==> src/rtl/dma_arb_pkg.sv <==
package dma_arb_pkg;

    typedef enum logic {
        ARB_FIXED = 1'b0,
        ARB_RR    = 1'b1
    } arb_mode_e;

    // Channel below ch, wrapping from 0 to n-1
    function automatic int prev_ch(input int ch, input int n);
        return (ch == 0) ? (n - 1) : (ch - 1);
    endfunction

endpackage

==> src/rtl/dma_arb_fixed_pick.sv <==
module dma_arb_fixed_pick #(
    parameter int N_CH   = 16,
    parameter int PRIO_W = 4,
    localparam int CH_W  = $clog2(N_CH)
) (
    input  logic [N_CH-1:0]        req,
    input  logic [N_CH*PRIO_W-1:0] prio_flat,
    output logic                   found,
    output logic [CH_W-1:0]        idx
);

    logic [PRIO_W-1:0] best;

    // Ascending scan with >= lets a higher channel win a tie
    always_comb begin
        found = 1'b0;
        idx   = '0;
        best  = '0;
        for (int c = 0; c < N_CH; c++) begin
            if (req[c] && (!found || prio_flat[c*PRIO_W +: PRIO_W] >= best)) begin
                found = 1'b1;
                idx   = CH_W'(c);
                best  = prio_flat[c*PRIO_W +: PRIO_W];
            end
        end
    end

endmodule

==> src/rtl/dma_arb_rr_pick.sv <==
module dma_arb_rr_pick #(
    parameter int N_CH  = 16,
    localparam int CH_W = $clog2(N_CH)
) (
    input  logic [N_CH-1:0] req,
    input  logic [CH_W-1:0] start,
    output logic            found,
    output logic [CH_W-1:0] idx
);

    always_comb begin
        found = 1'b0;
        idx   = '0;
        for (int i = 0; i < N_CH; i++) begin
            int ch;
            ch = ((int'(start) - i) % N_CH + N_CH) % N_CH;
            if (!found && req[ch]) begin
                found = 1'b1;
                idx   = CH_W'(ch);
            end
        end
    end

endmodule

==> src/rtl/dma_arb_mode_ctrl.sv <==
module dma_arb_mode_ctrl
    import dma_arb_pkg::*;
(
    input  logic      clk,
    input  logic      rst,
    input  logic      wr_en,
    input  logic      wr_mode,
    input  logic      any_active,
    output arb_mode_e mode_q,
    output logic      err_q
);

    always_ff @(posedge clk) begin
        if (rst) begin
            mode_q <= ARB_FIXED;
            err_q  <= 1'b0;
        end else if (wr_en) begin
            if (any_active) begin
                err_q <= 1'b1;
            end else begin
                mode_q <= arb_mode_e'(wr_mode);
            end
        end
    end

    // refused write keeps mode and raises the flag
    a_r10_reject_busy: assert property (@(posedge clk) disable iff (rst)
        (wr_en && any_active) |=> (err_q && mode_q == $past(mode_q)));

    // flag is sticky
    a_r10_err_sticky: assert property (@(posedge clk) disable iff (rst)
        err_q |=> err_q);

    // write while idle loads the mode
    a_r9_load_idle: assert property (@(posedge clk) disable iff (rst)
        (wr_en && !any_active) |=> (mode_q == arb_mode_e'($past(wr_mode))));

endmodule

==> src/rtl/dma_chan_arbiter.sv <==
module dma_chan_arbiter
    import dma_arb_pkg::*;
#(
    parameter int N_CH   = 16,
    parameter int PRIO_W = 4,
    localparam int CH_W  = $clog2(N_CH)
) (
    input  logic                   clk,
    input  logic                   rst,
    input  logic [N_CH-1:0]        req,
    input  logic [N_CH*PRIO_W-1:0] prio_flat,
    input  logic [N_CH-1:0]        chan_active,
    input  logic                   mode_wr,
    input  logic                   mode_wdata,
    input  logic                   grant_accept,
    output logic                   grant_valid,
    output logic [CH_W-1:0]        grant_idx,
    output logic                   cfg_err
);

    arb_mode_e       mode;
    logic [CH_W-1:0] rr_ptr;
    logic            fx_found, rr_found;
    logic [CH_W-1:0] fx_idx, rr_idx;
    logic            any_req;

    assign any_req = |req;

    dma_arb_mode_ctrl u_mode (
        .clk        (clk),
        .rst        (rst),
        .wr_en      (mode_wr),
        .wr_mode    (mode_wdata),
        .any_active (|chan_active),
        .mode_q     (mode),
        .err_q      (cfg_err)
    );

    dma_arb_fixed_pick #(.N_CH(N_CH), .PRIO_W(PRIO_W)) u_fixed (
        .req       (req),
        .prio_flat (prio_flat),
        .found     (fx_found),
        .idx       (fx_idx)
    );

    dma_arb_rr_pick #(.N_CH(N_CH)) u_rr (
        .req   (req),
        .start (rr_ptr),
        .found (rr_found),
        .idx   (rr_idx)
    );

    always_ff @(posedge clk) begin
        if (rst) begin
            grant_valid <= 1'b0;
            grant_idx   <= '0;
            rr_ptr      <= CH_W'(N_CH - 1);
        end else if (grant_valid) begin
            if (grant_accept) begin
                grant_valid <= 1'b0;
                if (mode == ARB_RR) begin
                    rr_ptr <= CH_W'(prev_ch(int'(grant_idx), N_CH));
                end
            end
        end else if (any_req) begin
            grant_valid <= (mode == ARB_RR) ? rr_found : fx_found;
            grant_idx   <= (mode == ARB_RR) ? rr_idx : fx_idx;
        end
    end

    // a pending request produces a grant at the next edge
    a_r6_grant_follows_req: assert property (@(posedge clk) disable iff (rst)
        (!grant_valid && any_req) |=> grant_valid);

    // grant holds until accepted
    a_r6_grant_hold: assert property (@(posedge clk) disable iff (rst)
        (grant_valid && !grant_accept) |=> (grant_valid && $stable(grant_idx)));

    // accept retires the grant
    a_r7_accept_drop: assert property (@(posedge clk) disable iff (rst)
        (grant_valid && grant_accept) |=> !grant_valid);

    // no requests, no grant
    a_r8_idle_no_grant: assert property (@(posedge clk) disable iff (rst)
        (!grant_valid && !any_req) |=> !grant_valid);

    // search start only moves on acceptance
    a_r8_ptr_still: assert property (@(posedge clk) disable iff (rst)
        !grant_valid |=> $stable(rr_ptr));

    // a new grant names a channel that was requesting
    a_r2_r4_grant_requested: assert property (@(posedge clk) disable iff (rst)
        $rose(grant_valid) |-> (($past(req) >> grant_idx) & N_CH'(1)) != '0);

endmodule

==> config.mk <==
export PLATFORM = sky130hd
export DESIGN_NAME = dma_chan_arbiter
export DESIGN_NICKNAME = d
export VERILOG_FILES = /design/src/rtl/dma_arb_pkg.sv /design/src/rtl/dma_arb_fixed_pick.sv /design/src/rtl/dma_arb_rr_pick.sv /design/src/rtl/dma_arb_mode_ctrl.sv /design/src/rtl/dma_chan_arbiter.sv
export SDC_FILE = /design/constraint.sdc
export NUM_CORES = 1
export LEC_CHECK = 0
export CAP_MARGIN = 10
export CORE_MARGIN = 1
export CORE_UTILIZATION = 44
export DETAILED_ROUTE_END_ITERATION = 10
export DONT_BUFFER_PORTS = 1
export PLACE_DENSITY_LB_ADDON = 0.08
export SLEW_MARGIN = 20
export SYNTH_ARGS = -nofsm -noshare
export SYNTH_HDL_FRONTEND = slang
export SYNTH_SLANG_ARGS = --single-unit
==> constraint.sdc <==
create_clock -name clk -period 52.8 [get_ports clk]
set_clock_uncertainty 0.05 [all_clocks]
set_input_delay 13.2 -clock clk [delete_from_list [all_inputs] [get_ports clk]]
set_output_delay 13.2 -clock clk [all_outputs]
set_load 0.03 [all_outputs]
# Yosys cells after proc, flatten, opt, wreduce, memory -nomap -nowiden
# Index checks and enable logic that the tools add are counted.
# totals
regBits	11
elab_cells	346
inputBits	101
# classes
order_cmp	31
n_bitwise	33
n_reduce_logical	113
n_addsub	32
mux	132
# ops
op	count
two-way mux 4 bit	41
OR reduction 4 bit	31
adder 5 x 6 -> 7 bit, second input constant	15
less-than comparator 5 x 6 -> 1 bit, second input constant	16
two-way mux 1 bit	69
binary-select mux 1 bit (select 4 bit)	16
greater-or-equal comparator 4 bit	15
subtractor 4 x 4 -> 5 bit, second input constant	8
OR reduction 16 bit	2
bitwise AND 1 bit	30
logical AND 1 bit	30
logical NOT 1 bit	30
subtractor 4 x 3 -> 5 bit, second input constant	4
logical OR 1 bit	15
two-way mux 3 bit	4
subtractor 4 x 2 -> 5 bit, second input constant	2
AND reduction 2 bit	3
subtractor 4 x 1 -> 5 bit, second input constant	1
adder 4 x 1 -> 4 bit, second input constant	1
logical NOT 4 bit	1
two-way mux 2 bit	2
subtractor 4 x 1 -> 4 bit, second input constant	1
AND reduction 3 bit	1
NOT 1 bit	2
bitwise AND 1 bit, first input constant	1

# Depth between registers and ports, before layout
# Gate-level depths: netlist of run 1.
# depth
ltp_word	64
ltp_mapped	117
mapped_depth_nobuf	110

# Hierarchy
# Synthesis of run 1 repeated with hierarchy kept, for this count alone.
# unflattened
hier_cells	758
hier_area_um2	6155.9
# modules_own_cells
mod	cells_each	n_inst	area_per_inst_um2
dma_arb_fixed_pick	422	1	3105.5
dma_arb_rr_pick	272	1	2408.6
dma_chan_arbiter	56	1	564.3
dma_arb_mode_ctrl	8	1	77.6

# Worst setup path before layout of run 1
# Ideal clock, no wire load.
# synth_timing
kind	in2reg
startpoint	input req[0]
endpoint	register grant_idx[2]
path_stages	113
n_path_buf	7
arrival_time_ns	33.801
setup_slack_ns	18.817
required_time_ns	52.618
setup_time_ns	0.132
cell_sequence	buf_2 -> clkbuf_1 -> nand2_1 -> ha_1 -> and2_1 -> clkbuf_1 -> a211o_1 -> o211ai_1 -> inv_1 -> ha_1 -> a21o_1 -> a31oi_1 -> o21a_1 -> clkbuf_1 -> mux2_2 -> ha_1 -> nor2b_1 -> o21ai_0 -> [77 not listed] -> ha_1 -> nand2b_1 -> a21o_1 -> a21oi_1 -> nor2b_1 -> o31a_1 -> clkbuf_1 -> a22o_1 -> ha_1 -> nand2b_1 -> a21o_1 -> a21o_1 -> a21oi_1 -> a21boi_0 -> or3_1 -> nor2_1 -> and4_1 -> nor4_2
# synth_between
elab_chain_len	62
word_cells_on_any_way	214
classes_between	15 x order compare; 122 x mux; 77 x reduce/logical
# synth_lines
element	line_no	rtl
from (decl)	dma_chan_arbiter.sv:10	input logic [N_CH-1:0] req,
two-way mux 4 bit / two-way mux 1 bit (equally long branches)	dma_arb_fixed_pick.sv:20	if (req[c] && (!found || prio_flat[c*PRIO_W +: PRIO_W] >= best)) begin
greater-or-equal comparator 4 bit / logical NOT 1 bit (equally long branches)	dma_arb_fixed_pick.sv:20	
logical OR 1 bit	dma_arb_fixed_pick.sv:20	
logical AND 1 bit	dma_arb_fixed_pick.sv:20	
two-way mux 4 bit / two-way mux 1 bit (equally long branches)	dma_arb_fixed_pick.sv:20	
greater-or-equal comparator 4 bit / logical NOT 1 bit (equally long branches)	dma_arb_fixed_pick.sv:20	
logical OR 1 bit	dma_arb_fixed_pick.sv:20	
logical AND 1 bit	dma_arb_fixed_pick.sv:20	
[46 not listed]	-	
logical OR 1 bit	dma_arb_fixed_pick.sv:20	
logical AND 1 bit	dma_arb_fixed_pick.sv:20	
two-way mux 4 bit / two-way mux 1 bit (equally long branches)	dma_arb_fixed_pick.sv:20	
greater-or-equal comparator 4 bit / logical NOT 1 bit (equally long branches)	dma_arb_fixed_pick.sv:20	
logical OR 1 bit	dma_arb_fixed_pick.sv:20	
logical AND 1 bit	dma_arb_fixed_pick.sv:20	
two-way mux 4 bit	dma_arb_fixed_pick.sv:20	
two-way mux 4 bit	dma_chan_arbiter.sv:67	grant_idx <= (mode == ARB_RR) ? rr_idx : fx_idx;
to (signal assigned)	dma_chan_arbiter.sv:67	
to (decl)	dma_chan_arbiter.sv:17	output logic [CH_W-1:0] grant_idx,
# Parallel ways exist; a longest one is shown, timed or not. The select of a mux whose other input is x is not followed.
# A chain may end at the register's enable or synchronous reset.

# Final worst setup path of run 1
# layout_timing
startpoint	input prio_flat[0]
endpoint	register grant_idx[2]
# layout_between
elab_chain_len	62
word_cells_on_any_way	101
classes_between	15 x order compare; 42 x mux; 44 x reduce/logical
# layout_lines
element	line_no	rtl
from (decl)	dma_chan_arbiter.sv:11	input logic [N_CH*PRIO_W-1:0] prio_flat,
two-way mux 4 bit *	dma_arb_fixed_pick.sv:20	
greater-or-equal comparator 4 bit	dma_arb_fixed_pick.sv:20	
logical OR 1 bit	dma_arb_fixed_pick.sv:20	
logical AND 1 bit	dma_arb_fixed_pick.sv:20	
two-way mux 4 bit / two-way mux 1 bit (equally long branches)	dma_arb_fixed_pick.sv:20	
greater-or-equal comparator 4 bit / logical NOT 1 bit (equally long branches)	dma_arb_fixed_pick.sv:20	
logical OR 1 bit	dma_arb_fixed_pick.sv:20	
logical AND 1 bit	dma_arb_fixed_pick.sv:20	
[46 not listed]	-	
logical OR 1 bit	dma_arb_fixed_pick.sv:20	
logical AND 1 bit	dma_arb_fixed_pick.sv:20	
two-way mux 4 bit / two-way mux 1 bit (equally long branches)	dma_arb_fixed_pick.sv:20	
greater-or-equal comparator 4 bit / logical NOT 1 bit (equally long branches)	dma_arb_fixed_pick.sv:20	
logical OR 1 bit	dma_arb_fixed_pick.sv:20	
logical AND 1 bit	dma_arb_fixed_pick.sv:20	
two-way mux 4 bit *	dma_arb_fixed_pick.sv:20	
two-way mux 4 bit *	dma_chan_arbiter.sv:67	
# Mark *: on every way between the ends. The rest lies on a longest branch, timed or not.

==> results list, run 1 <==
* Mean Syn Cell Area: 7.47 um^2
- Clock-pin slew was measured on the worst setup and hold paths at 0.04 ns.
* Worst Max-Slew Pin Slew: 1.00 ns
* CP Data Arrival Time: 36.05 ns
* Number of antenna violations at the first check in global routing: 0
- The root buffer cell chosen for the clock tree is sky130_fd_sc_hd__clkbuf_16.
* Final standard cell utilization of the core: 47.2%
* Final instance area: 5180 um^2
- First drt pass iteration count: 5
- After clock tree synthesis, the flow added hold-fix buffers numbering 0.
- The tree built by TritonCTS fans out to 11 sinks.
* Total of buffers placed on input and output ports: 0
- For this block, the routed nets add up to 14200 um of wire.
- Setup TNS: 0 ns
* Ratio of cells with drive above 1 in the final layout: 9.65%
- After the last flow step, the layout net total stands at 815.
* Post-CTS Setup Repair Bufs: 0
- In this run the worst path has a maximum fanout of 12.
* Maximum single-stage delay on the critical path: 0.57 ns
- First-pass GRT wire length: 23100 um
- Post-place instance area: 5100 um^2
- TritonCTS built the clock tree.
- Num CTS Buffers: 3
- In the synthesized netlist the dominant register cell turns out to be sky130_fd_sc_hd__dfxtp_1.
- Ranked by instance count, the synthesized netlist is headed by sky130_fd_sc_hd__nand2_1 (61), sky130_fd_sc_hd__nor2_1 (61), sky130_fd_sc_hd__ha_1 (60).
- Final slew viol count: 0
- The die covers 11900 um^2.
- Crit path capture type: flop
- Worst min-delay path class: flop to flop
- Die boundary width: 109 um
- Number of standard cells after synthesis: 674
* Library cell with the largest summed area after synthesis: sky130_fd_sc_hd__ha_1
- Post-DP HPWL: 11700 um
- Max-cap violations in this run came to 0.
* Outcome: finished clean
- Synthesis-stage register bit count: 11
* Post-cts sizing count: 0
* Number of nets with antenna violations after routing: 0
* Endpoints failing hold: 0
- The congestion estimate from routability-driven global placement came to 0.916.
* Leak pwr: 2.27 nW
- Number of flops mapped to enable cells by yosys: 0
- RSZ-0062 raised after global routing: false
- Worst IR drop on VDD: 0.0528 mV
- Compared with the post-synthesis result, the final layout area differs by 2.96%.
* Final worst path period need: 35.97 ns
- In the synthesized netlist the async set-or-reset flop fraction comes to 0%.
- Yosys printed 0 warnings.
* Power density over the cells: 50.7 nW/um^2
- Timing would allow up to 0.0278 GHz.
- Headroom to the max-slew limit: 32.6%
- Dividing the final minimum period by the clock period gives 68.1%.
- Pin placement for this block handled 107 I/O pins.
- The detailed router placed 5118 vias in this run.
- Max Buffers Root-to-Sink: 2
* Starting DRC count in detailed routing: 257
- The critical path is of the primary input to flop type.
- In this run the biggest area consumer among cell types represents 14.9% of the synthesized area.
- Ranked by total cell area, the synthesized netlist is headed by sky130_fd_sc_hd__ha_1 (15%), sky130_fd_sc_hd__mux4_2 (9.0%), sky130_fd_sc_hd__mux2i_1 (4.8%).
- Highest-delay cell along the critical path: sky130_fd_sc_hd__a31oi_1
- Overall power consumption after layout is estimated at 0.263 mW.
* Cell repeated most along the worst path: sky130_fd_sc_hd__ha_1
* # H-tree levels: 1
- The number of antenna diodes in the final layout is 0.
* Netlist area before placement: 5030 um^2
- The initialized floorplan defines 38 standard-cell rows.
* Required @ worst endpoint: 52.88 ns
- Wirelength per Cell: 17.9 um
* Netlist cell types: 82
- Global routing used 24.1% of the available tracks.
- Setup violators final: 0
- Number of design rule violations left after detail routing: 0
* GR Overflow Total: 0
- Register area share after synthesis: 4.38%
- Largest net degree at the start of global routing: 26
- When the netlist entered floorplanning its net count stood at 835.
- Clock latency of the later-clocked register in the worst-skew pair: 0.24 ns
- Hold timing on the final database bottoms out at a slack of 0.604 ns.
* Initial standard-cell utilization of the core: 45.8%
- Using the TritonRoute via totals, the vias-per-cell ratio works out to 6.45.
- The worst setup path is launched from a primary input.
- Die boundary height: 109 um
- Floorplan core area: 11000 um^2
- Number of global-route vias before repair: 4962
[final timing paths]
kind,from,cells past startpoint,end,slack (ns)
max,prio_flat[0],107,grant_idx[2],16.83
min,grant_valid,2,grant_valid,0.60
min reg2reg,grant_valid,2,grant_valid,0.60
max reg2reg,rr_ptr[0],15,grant_idx[0],47.76
[report_power, final]
| part | total [mW] | leakage [nW] | switching, mW | internal, mW |
|---|---|---|---|---|
| Clock | 0.0141 | 0.0382 | 0.00394 | 0.0102 |
| Combinational | 0.234 | 2.14 | 0.128 | 0.106 |
| Sequential | 0.0150 | 0.0907 | 0.00505 | 0.00999 |
[sequential cells by signal, summed over array words and instances (netlist names)]
signal / count
rr_ptr: 4
u_mode.err_q: 1
grant_idx: 4
u_mode.mode_q: 1
grant_valid: 1
[kinds of logic after synthesis]
group / count (synthesis) / share of synthesized area [%]
AO/OA/AOI/OAI: 218 / 31.0
multiplexers: 62 / 18.0
XOR/XNOR: 11 / 1.91
buffers and inverters: 78 / 6.27
flip-flops: 11 / 4.38
adder cells (fa/ha/maj): 60 / 14.9
AND/OR/NAND/NOR: 234 / 23.5
[cell usage in the layout, fill, tap and decap left out, types with 17 or more instances in the layout]
cell                       count
sky130_fd_sc_hd__nand2_1      61
sky130_fd_sc_hd__nor2_1       61
sky130_fd_sc_hd__ha_1         60
sky130_fd_sc_hd__inv_1        49
sky130_fd_sc_hd__a21oi_1      45
sky130_fd_sc_hd__o21ai_0      34
sky130_fd_sc_hd__mux2i_1      24
sky130_fd_sc_hd__nand2b_1     21
sky130_fd_sc_hd__mux4_2       20
sky130_fd_sc_hd__mux2_2       17
[stage by stage]
step,std cells,setup slack (ns)
2_1_floorplan,674,18.82
3_3_place_gp,789,17.08
3_5_place_dp,789,16.63
4_1_cts,793,16.80
5_1_grt,793,14.65
6_report,793,16.83
[per-layer routing]
metal  vias to the layer above  routed length (um)  GRT usage, %  part of all wire, %
met4                         0                 157          5.60                  1.1
li1                       2524                   -             -                    -
met3                        13                 969          3.47                  6.8
met1                      2436                6260          31.0                   44
met5                         -                   0             0                    0
met2                       145                6800          42.2                   48
[layout make-up]
type,count,area [um^2]
Clock buffer,4,78.8
Timing Repair Buffer,3,22.5
Inverter,50,188
Tap cell,140,175
Sequential cell,11,220
Multi-Input combinational cell,585,4500
Fill cell,1122,5800
[critical path, delay by kind of cell]
family | cells | cell delay (ns)
compound gates | 50 | 11.46
simple gates | 32 | 4.82
fa+ha+maj | 15 | 4.04
mux | 5 | 2.02
buf+inv | 5 | 0.49
Note: power is estimated with default switching activity, not from simulation.
==> inputs of run 2 (changes only) <==
==> constraint.sdc (replaced) <==
create_clock -name clk -period 31.2 [get_ports clk]
set_clock_uncertainty 0.05 [all_clocks]
set_input_delay 7.8 -clock clk [delete_from_list [all_inputs] [get_ports clk]]
set_output_delay 7.8 -clock clk [all_outputs]
set_load 0.03 [all_outputs]
==> run 2 against run 1 <==
  * Critical path depth is 2 higher
  * Non-clock buffer count is 7 higher
  * Final cell count is 0.88% higher
  * Count of clock-buffer cells in the layout stayed put
  * Sequential cell count stayed put
  * Global-route usage is 0.34 points lower
  * Core utilization is 0.76 points higher
  * Worst hold slack better by 0.0085 ns
  * Sequential power is 70% higher
  * Via count is 0.57% lower
  * Setup slack worse by 15 ns
==> results list, run 2 (synthesized netlist as in run 1, its figures left out) <==
* Total of buffers placed on input and output ports: 0
- Number of design rule violations left after detail routing: 0
* Floorplan core area: 11000 um^2
* Largest net degree at the start of global routing: 26
* Highest metal layer with signal wires: met4
- Worst IR drop on VDD: 0.0839 mV
* Starting DRC count in detailed routing: 360
- Clock tree synthesis found a total of 11 sinks.
* All-Layer GR Usage: 23.8%
* Final Instance Count excl. Fillers: 800
- # H-tree levels: 1
* Clock latency of the later-clocked register in the worst-skew pair: 0.24 ns
* Setup TNS: 0 ns
- For this configuration, the core starts out at a cell density of 45.8%.
- First drt pass iteration count: 5
- The worst register-to-register path ends at grant_idx[0].
* Biggest registers after layout: grant_idx: 4 flops, rr_ptr: 4 flops
- After filler insertion, the fill cell instance count of the layout stands at 1109.
- Met2 routed wirelength: 6710 um
- Cell total after placement: 789
- At the worst endpoint, the required time is 31.27 ns.
* CTS tree: done
* Final slew viol count: 0
- Along the worst path, the maximum fanout reaches 12.
- Startpoint Class: primary input
- Cell repeated most along the worst path: sky130_fd_sc_hd__ha_1
* Highest-delay cell along the critical path: sky130_fd_sc_hd__mux2_2
- Endpoints failing hold: 0
- Most frequent cells in the layout: sky130_fd_sc_hd__nand2_1 (61), sky130_fd_sc_hd__nor2_1 (61), sky130_fd_sc_hd__ha_1 (60), sky130_fd_sc_hd__inv_1 (49), sky130_fd_sc_hd__a21oi_1 (45)
- First-pass GRT wire length: 23100 um
* Num CTS Buffers: 3
* Clk pin slew, worst setup/hold paths: 0.04 ns
- Summing all non-filler instances in the final layout gives an area of 5270 um^2.
- In this run the remaining antenna-violating nets after routing total 0.
- The detailed router put a total of 6460 um of wire on met1.
- The worst setup path is of the primary input to flop kind.
* Reg2Reg Launch Point: rr_ptr[0]
- From synthesis to final layout, the design area changed by 4.62%.
- Maximum single-stage delay on the critical path: 0.41 ns
- The number of cells on the worst reg-to-reg path is 15.
- Wirelength per Cell: 17.7 um
* Maximum clock frequency: 0.0339 GHz
- In this run the static leakage power is 2.30 nW.
* # Max-Cap Violations: 0
- Die boundary height: 109 um
* Terminating pin of the worst hold path: u_mode.err_q
- Row generation in the floorplan step produced 38 rows.
* I/O pin count: 107
- The clock passes through at most 2 buffers.
- Headroom to the max-slew limit: 34.4%
- GR Overflow Total: 0
- At the pin with the least slew margin, the transition time is 0.977 ns.
- Measured along the x axis, the die boundary spans 109 um.
- In the final design database the tool counted 822 nets.
- Post-place instance area: 5100 um^2
* Worst min-delay path class: flop to flop
- Power density over the cells: 87.6 nW/um^2
* HP Start: u_mode.err_q
- Number of global-route vias before repair: 4855
- Of the available clock period, the critical path in the final layout requires 94.7%.
- The sequential cells in the finished layout cover a total of 220 um^2.
* Final worst path period need: 29.53 ns
- Along the worst hold path, the cell count comes to 2.
- Number of vias per cell after detailed routing: 6.36
- The final layout contains routed wiring with a total length of 14200 um.
- Total Power: 0.461 mW
- Setup repair after global routing left no endpoint under its margin.
- Number of antenna violations at the first check in global routing: 0
- Detailed routing placed a total of 896 um of wire on met3.
- Reg2reg setup slack: 26.20 ns
- Post-DP HPWL: 11700 um
- Via count: 5089
- CP Data Arrival Time: 29.61 ns
- Setup violators final: 0
* Outcome: finished clean
- Floorplan die area: 11900 um^2
- The congestion estimate from routability-driven global placement came to 0.909.
* CTS Root Buffer Type: sky130_fd_sc_hd__clkbuf_16
- The repair_antennas step left the layout with diodes totalling 0.
- Crit path capture type: flop
* Area of combinational cells with multiple inputs: 4530 um^2
- Ratio of cells with drive above 1 in the final layout: 11.4%
## run 2: where the power goes
group / internal, mW / switching, mW
clock: 0.0171 / 0.00622
sequential: 0.0169 / 0.00860
combinational: 0.191 / 0.222
total: 0.225 / 0.237
## run 2: cell type report
class	instances	area share (%)
well taps	140	3.33
multi-input cells	585	86.0
inverters	50	3.56
clock buffers	4	1.50
flip-flops and latches	11	4.18
repair buffers	10	1.43
## run 2: routing by layer
layer | GRT usage (%) | vias up
met5 | 0 | -
met4 | 3.19 | 0
met3 | 3.65 | 15
met2 | 41.1 | 162
met1 | 31.7 | 2383
li1 | - | 2529
## run 2: how the worst max path moves through the flow
stage / startpoint / endpoint / slack (ns) / depth (start not counted)
after floorplan: req[0] / grant_idx[2] / 2.62 / 113
after global placement: prio_flat[0] / grant_idx[2] / 1.12 / 106
after detailed placement: prio_flat[0] / grant_idx[2] / 0.27 / 106
after CTS: prio_flat[0] / grant_idx[2] / 0.46 / 106
after global routing: prio_flat[0] / grant_idx[2] / 0.02 / 109
final: prio_flat[0] / grant_idx[2] / 1.67 / 109
## run 2: critical path: cells and delay by family
family,cells,cell delay (ns)
AO/OA/AOI/OAI,48,10.39
AND/OR/NAND/NOR,34,4.94
adder cells (fa/ha/maj),15,3.91
multiplexers,5,1.85
buffers and inverters,7,0.73
## run 2: repair_timing
action | 4_1_cts | 5_1_grt
setup endpoints to repair | 0 | 4
hold buffers | 0 | 0
setup buffers | 0 | 7
endpoints found under the hold margin | 0 | 0
resized for setup | 0 | 7
## run 2: per-stage QoR
| step | util [%] | setup slack (ns) | hold WS, ns |
|---|---|---|---|
| CTS | 47.2 | 0.455 | 0.612 |
| detailed placement | 46.5 | 0.274 | 0.605 |
| global route | 47.9 | 0.0183 | 0.647 |
| global placement | 46.5 | 1.12 | 0.586 |
| finish | 47.9 | 1.67 | 0.612 |
| floorplan | - | 2.62 | 0.571 |
